**src/rtl/redir_pkg.sv**
```systemverilog
package redir_pkg;
  typedef enum logic [2:0] {
    RC_NONE  = 3'd0,
    RC_TRAP  = 3'd1,
    RC_VIOL  = 3'd2,
    RC_MISP  = 3'd3,
    RC_FENCE = 3'd4
  } rcause_e;
endpackage

```
**src/rtl/redir_arbiter.sv**
```systemverilog
module redir_arbiter
  import redir_pkg::*;
(
  input  logic    exc_i,
  input  logic    viol_i,
  input  logic    mispred_i,
  input  logic    fence_i,
  input  logic    st_stall_i,
  output rcause_e cause_o
);
  // Fixed priority; the trap is tested first so a fresh trap always lands.
  always_comb begin
    if (exc_i)                     cause_o = RC_TRAP;
    else if (viol_i)               cause_o = RC_VIOL;
    else if (mispred_i)            cause_o = RC_MISP;
    else if (fence_i && !st_stall_i) cause_o = RC_FENCE;
    else                           cause_o = RC_NONE;
  end
endmodule

```
**src/rtl/redir_regs.sv**
```systemverilog
module redir_regs
  import redir_pkg::*;
#(
  parameter int PC_W = 32
) (
  input  logic            clk,
  input  logic            rst_n,
  input  rcause_e         cause_i,
  input  logic [PC_W-1:0] exc_vec_i,
  input  logic [PC_W-1:0] commit_pc_i,
  input  logic [PC_W-1:0] commit_npc_i,
  input  logic [PC_W-1:0] target_i,
  output logic            recover_o,
  output logic [PC_W-1:0] recover_pc_o,
  output logic            flush_o
);
  logic            trap_q, viol_q, misp_q, fence_q;
  logic [PC_W-1:0] hold_pc_q, tgt_q;

  always_ff @(posedge clk or negedge rst_n) begin
    if (!rst_n) begin
      trap_q    <= 1'b0;
      viol_q    <= 1'b0;
      misp_q    <= 1'b0;
      fence_q   <= 1'b0;
      hold_pc_q <= '0;
      tgt_q     <= '0;
    end else begin
      trap_q  <= (cause_i == RC_TRAP);
      viol_q  <= (cause_i == RC_VIOL);
      misp_q  <= (cause_i == RC_MISP);
      fence_q <= (cause_i == RC_FENCE);
      case (cause_i)
        RC_TRAP:  hold_pc_q <= exc_vec_i;
        RC_VIOL:  hold_pc_q <= commit_pc_i;
        RC_FENCE: hold_pc_q <= commit_npc_i;
        RC_MISP:  tgt_q     <= target_i;
        default:  ;
      endcase
    end
  end

  assign recover_o    = trap_q | viol_q | misp_q | fence_q;
  assign recover_pc_o = misp_q ? tgt_q : hold_pc_q;
  assign flush_o      = fence_q;

  // at most one registered cause at a time
  a_r3_one_cause: assert property (@(posedge clk) disable iff (!rst_n)
    $onehot0({trap_q, viol_q, misp_q, fence_q}));
endmodule

```
**src/rtl/icache_valid_tags.sv**
```systemverilog
module icache_valid_tags #(
  parameter int LINES = 16,
  parameter int TAG_W = 8,
  localparam int IDX_W = $clog2(LINES)
) (
  input  logic             clk,
  input  logic             rst_n,
  input  logic             flush_i,
  input  logic             inval_i,
  input  logic [IDX_W-1:0] inval_idx_i,
  input  logic             fill_i,
  input  logic [IDX_W-1:0] fill_idx_i,
  input  logic [TAG_W-1:0] fill_tag_i,
  input  logic [IDX_W-1:0] lookup_idx_i,
  input  logic [TAG_W-1:0] lookup_tag_i,
  output logic             hit_o
);
  logic [LINES-1:0] valid_q;
  logic [TAG_W-1:0] tag_q [LINES];

  for (genvar g = 0; g < LINES; g++) begin : g_line
    logic inv_here, fill_here;
    assign inv_here  = inval_i && (inval_idx_i == IDX_W'(g));
    assign fill_here = fill_i  && (fill_idx_i  == IDX_W'(g));

    // Priority: reset/flush, then invalidate, then fill.
    always_ff @(posedge clk or negedge rst_n) begin
      if (!rst_n)          valid_q[g] <= 1'b0;
      else if (flush_i)    valid_q[g] <= 1'b0;
      else if (inv_here)   valid_q[g] <= 1'b0;
      else if (fill_here)  valid_q[g] <= 1'b1;
    end

    always_ff @(posedge clk or negedge rst_n) begin
      if (!rst_n)          tag_q[g] <= '0;
      else if (fill_here)  tag_q[g] <= fill_tag_i;
    end
  end

  assign hit_o = valid_q[lookup_idx_i] && (tag_q[lookup_idx_i] == lookup_tag_i);

  // a flush leaves no valid line behind
  a_r8_flush_clears: assert property (@(posedge clk) disable iff (!rst_n)
    flush_i |=> (valid_q == '0));
  // invalidated line is not valid in the next cycle
  a_r9_inval_clears: assert property (@(posedge clk) disable iff (!rst_n)
    inval_i |=> !valid_q[$past(inval_idx_i)]);
  // an unopposed fill leaves its line valid
  a_r10_fill_sets: assert property (@(posedge clk) disable iff (!rst_n)
    (fill_i && !flush_i && !(inval_i && inval_idx_i == fill_idx_i))
      |=> valid_q[$past(fill_idx_i)]);
endmodule

```
**src/rtl/commit_redirect_ctrl.sv**
```systemverilog
module commit_redirect_ctrl
  import redir_pkg::*;
#(
  parameter int PC_W  = 32,
  parameter int LINES = 16,
  parameter int TAG_W = 8,
  localparam int IDX_W = $clog2(LINES)
) (
  input  logic             clk,
  input  logic             rst_n,
  input  logic             exc_i,
  input  logic [PC_W-1:0]  exc_vec_i,
  input  logic             viol_i,
  input  logic [PC_W-1:0]  commit_pc_i,
  input  logic [PC_W-1:0]  commit_npc_i,
  input  logic             mispred_i,
  input  logic [PC_W-1:0]  mispred_target_i,
  input  logic             fence_i,
  input  logic             st_stall_i,
  output logic             recover_o,
  output logic [PC_W-1:0]  recover_pc_o,
  output logic             icflush_o,
  input  logic             fill_i,
  input  logic [IDX_W-1:0] fill_idx_i,
  input  logic [TAG_W-1:0] fill_tag_i,
  input  logic             inval_i,
  input  logic [IDX_W-1:0] inval_idx_i,
  input  logic [IDX_W-1:0] lookup_idx_i,
  input  logic [TAG_W-1:0] lookup_tag_i,
  output logic             lookup_hit_o
);
  rcause_e cause;

  redir_arbiter u_arb (
    .exc_i      (exc_i),
    .viol_i     (viol_i),
    .mispred_i  (mispred_i),
    .fence_i    (fence_i),
    .st_stall_i (st_stall_i),
    .cause_o    (cause)
  );

  redir_regs #(.PC_W(PC_W)) u_regs (
    .clk          (clk),
    .rst_n        (rst_n),
    .cause_i      (cause),
    .exc_vec_i    (exc_vec_i),
    .commit_pc_i  (commit_pc_i),
    .commit_npc_i (commit_npc_i),
    .target_i     (mispred_target_i),
    .recover_o    (recover_o),
    .recover_pc_o (recover_pc_o),
    .flush_o      (icflush_o)
  );

  icache_valid_tags #(.LINES(LINES), .TAG_W(TAG_W)) u_lines (
    .clk          (clk),
    .rst_n        (rst_n),
    .flush_i      (icflush_o),
    .inval_i      (inval_i),
    .inval_idx_i  (inval_idx_i),
    .fill_i       (fill_i),
    .fill_idx_i   (fill_idx_i),
    .fill_tag_i   (fill_tag_i),
    .lookup_idx_i (lookup_idx_i),
    .lookup_tag_i (lookup_tag_i),
    .hit_o        (lookup_hit_o)
  );

  // with no accepted event, no pulse in the next cycle
  a_r2_single_pulse: assert property (@(posedge clk) disable iff (!rst_n)
    !(exc_i || viol_i || mispred_i || (fence_i && !st_stall_i)) |=> !recover_o);
  // every trap is captured with its own vector
  a_r6_trap_capture: assert property (@(posedge clk) disable iff (!rst_n)
    exc_i |=> (recover_o && recover_pc_o == $past(exc_vec_i) && !icflush_o));
  // unopposed misprediction redirects to its target
  a_r4_mispred_target: assert property (@(posedge clk) disable iff (!rst_n)
    (mispred_i && !exc_i && !viol_i) |=> (recover_o && recover_pc_o == $past(mispred_target_i)));
  // a stalled lone fence changes nothing
  a_r7_stalled_fence: assert property (@(posedge clk) disable iff (!rst_n)
    (fence_i && st_stall_i && !exc_i && !viol_i && !mispred_i) |=> (!recover_o && !icflush_o));
  // a flush never appears without a redirect
  a_r7_flush_with_redirect: assert property (@(posedge clk) disable iff (!rst_n)
    icflush_o |-> recover_o);
endmodule

```
**config.mk**
```make
export PLATFORM = sky130hd
export DESIGN_NAME = commit_redirect_ctrl
export DESIGN_NICKNAME = d
export VERILOG_FILES = /design/src/rtl/redir_pkg.sv /design/src/rtl/redir_arbiter.sv /design/src/rtl/redir_regs.sv /design/src/rtl/icache_valid_tags.sv /design/src/rtl/commit_redirect_ctrl.sv
export SDC_FILE = /design/constraint.sdc
export NUM_CORES = 1
export LEC_CHECK = 0
export ABC_AREA = 1
export CORE_ASPECT_RATIO = 1.2
export CORE_UTILIZATION = 56
export DETAILED_ROUTE_END_ITERATION = 8
export PLACE_DENSITY = 0.85
export SYNTH_ARGS = -nofsm -noshare
export SYNTH_HDL_FRONTEND = slang
export SYNTH_SLANG_ARGS = --single-unit
```
**constraint.sdc**
```tcl
create_clock -name clk -period 3.8 [get_ports clk]
set_input_delay 0.76 -clock clk [delete_from_list [all_inputs] [get_ports clk]]
set_output_delay 0.76 -clock clk [all_outputs]
set_load 0.03 [all_outputs]
```
==> results.yml <==
grt:
  grt_pass1_wl_mm: 49.53
  grt_remaining_overflow: 0
  grt_use_total_pct: 33.63
  grt_max_degree: 107
  grt_antenna_before_repair: 0
  grt_pass1_vias: 9863
floorplan:
  coreArea_mm2: 0.01777
  core.rowCount: 53
  start_util_pct: 57.84
  dieWidth_um: 125.7
  fp.dieArea_mm2: 0.01890
  die_h_um: 150.4
  pin_count: 200
power:
  power.leakage_nw: 6.255
  ir_drop_mv: 0.3404
  p_per_area_mw_per_mm2: 484.9
  total_power_mw: 6.338
critical_path:
  cp.arrival_ns: 2.74
  critPathSlowestCell: "clkdlybuf4s50_1"
  cp_num_buf_inv: 3
  slowest_delay_ns: 0.54
  required_ns: 3.04
  cp_cell_sequence: "clkdlybuf4s50_1 > inv_6 > o21ai_1 > o211ai_1 > nand3_1 > nand2_1 > nand2_1 > nand2_1 > nand3_1 > nor2_1 > buf_4"
  worstSetupEndpointType: "output port"
  cpMostUsedCell: "nand2_1"
  cpLargestDelayFamily: "buffers and inverters"
  regToRegSetupSlack_ns: 2.65
  path_class: "input port to output port"
  start_kind: "input port"
  worstPathMaxFanout: 45
synthesis:
  yosysSeqAreaShare_pct: 51.61
  synthesis.area_mm2: 0.01028
  yosys-top-cells-area: "dfrtp_1, nand2_1, o21ai_0"
  synth_seq_cells: 212
  synth_area_per_cell_um2: 7.718
  synth_nets: 1497
  synth_top_cell_by_area: "dfrtp_1"
  synth.distinct_cells: 30
  syn_inst: 1332
  synth_warnings: 0
  synth_top_area_share_pct: 51.61
detailed_routing:
  routedWlPerCell_um: 17.55
  vias: 9844
  finalWirelength_mm: 30.46
  viasPerCell: 5.674
  drc: 4
  dr.first_iter.drc_count: 886
  final_antenna_net_count: 0
  first_pass_iters: 7
sta:
  max_freq_ghz: 0.2858
  worst_pin_slew_ns: 0.8722
  drv_slew: 0
  min_period_ns: 3.499
  finalHoldViolCount: 0
  rsz0062_at_grt: "no"
  setup_viol: 0
  fin_crit_sh_pct: 92.09
  skew_ns: 0.001344
  holdWs_ns: 0.3463
  relSlewSlack_pct: 41.85
  setup_tns_ns: 0
clock_network:
  cts_max_path_buffers: 3
  cts_tree: "built"
  htree_num_levels: 1
  numCtsBuffers: 23
  worstSkewPairLatency_ns: 0.50
  cts.sink_count: 212
  post_cts_resized: 0
  cts_post_setup_buffers_inserted: 0
  hold_buffers: 0
  path_clk_slew_ns: 0.06
  cts_root_buf: "clkbuf_16"
run:
  maxCapViolCount: 0
placement:
  dp_hpwl_mm: 20.53
  place.gp.congestion: 0.8945
  io_buffer_count: 199
cells_and_area:
  final_cell_mix: "nand2_1, dfrtp_1, clkdlybuf4s50_1"
  layout.nets: 1665
  mostFrequentLayoutCell: "nand2_1"
  diodes: 0
  drive_gt1_share_pct: 4.884
  syn2layout_area_growth_pct: 27.14
status:
  status: "finished with violations"
  violations: "design-rule violations"
min_path:
  min_path_type: "input port to asynchronous set/reset pin"
==> worst register-to-register path, delay by kind of cell, from the launching register on <==
kind	cells	cell delay, ns
DFF	1	0.47
AOI/OAI and AO/OA	2	0.30
buffers and inverters	1	0.31
==> cell type report <==
class	instances	area [µm²]
multi-input combinational	954	4249
sequential	212	5305
fill	1358	4702
inverter	85	324.1
timing repair buffer	224	2201
clock inverter	7	62.56
clock buffer	33	653.1
tap	220	275.3
==> flip-flops by register name (all words and copies together), names as in the netlist <==
signal and cells:
u_regs.trap_q 1, u_regs.misp_q 1, u_lines.valid_q 16, u_regs.flush_o 1, u_regs.tgt_q 32, u_regs.hold_pc_q 32
u_regs.viol_q 1, u_lines.tag_q 128
==> synthesized netlist by cell type, drive strengths merged <==
cell type and count:
a211oi 1, a21oi 51, a221oi 1, a22oi 32, a311oi 4, a31oi 12, buf 35, clkbuf 46
clkinv 2, dfrtp 212, inv 83, nand2 460, nand3 85, nand3b 3, nor2 103, nor3 1
nor3b 1, o211ai 14, o21ai 182, or2 4
==> per-stage QoR <==
step	utilization, %	setup slack [ns]	instances	instance area, µm²
CTS	73.54	0.3151	1735	13070
finish	73.54	0.3007	1735	13070
global placement	69.52	0.3741	1695	12350
floorplan	-	0.9135	1332	10280
detailed placement	69.52	0.3564	1695	12350
global route	73.54	0.1358	1735	13070
==> power by group <==
part / switching (mW) / total [mW] / internal [mW]
clock network: 0.884 / 2.14 / 1.26
registers: 0.219 / 2.89 / 2.68
logic: 0.745 / 1.30 / 0.557
total: 1.85 / 6.34 / 4.49
==> final timing paths <==
check	startpoint	end	cells past startpoint
max reg2reg	u_regs.flush_o	u_lines.valid_q[10]	3
min in group clk	u_regs.tgt_q[18]	u_regs.tgt_q[18]	2
min	rst_n	u_lines.tag_q[47]	1
max in group asynchronous	rst_n	u_regs.hold_pc_q[1]	2
min reg2reg	u_regs.tgt_q[18]	u_regs.tgt_q[18]	2
max	lookup_idx_i[1]	lookup_hit_o	11
==> metal layers <==
| metal | vias up | routed length (µm) | track usage (%) |
|---|---|---|---|
| met5 | - | 0 | 0 |
| met4 | 0 | 1166 | 15.00 |
| met3 | 88 | 2817 | 7.036 |
| met2 | 509 | 15030 | 58.28 |
| met1 | 4581 | 11440 | 40.59 |
| li1 | 4666 | - | - |
==> logic make-up after synthesis <==
logic type | Yosys count | synth area share (%)
flops | 212 | 51.61
compound gates | 297 | 15.93
simple gates | 657 | 25.38
buf+inv | 166 | 7.084
Note: power is estimated with default switching activity, not from simulation.
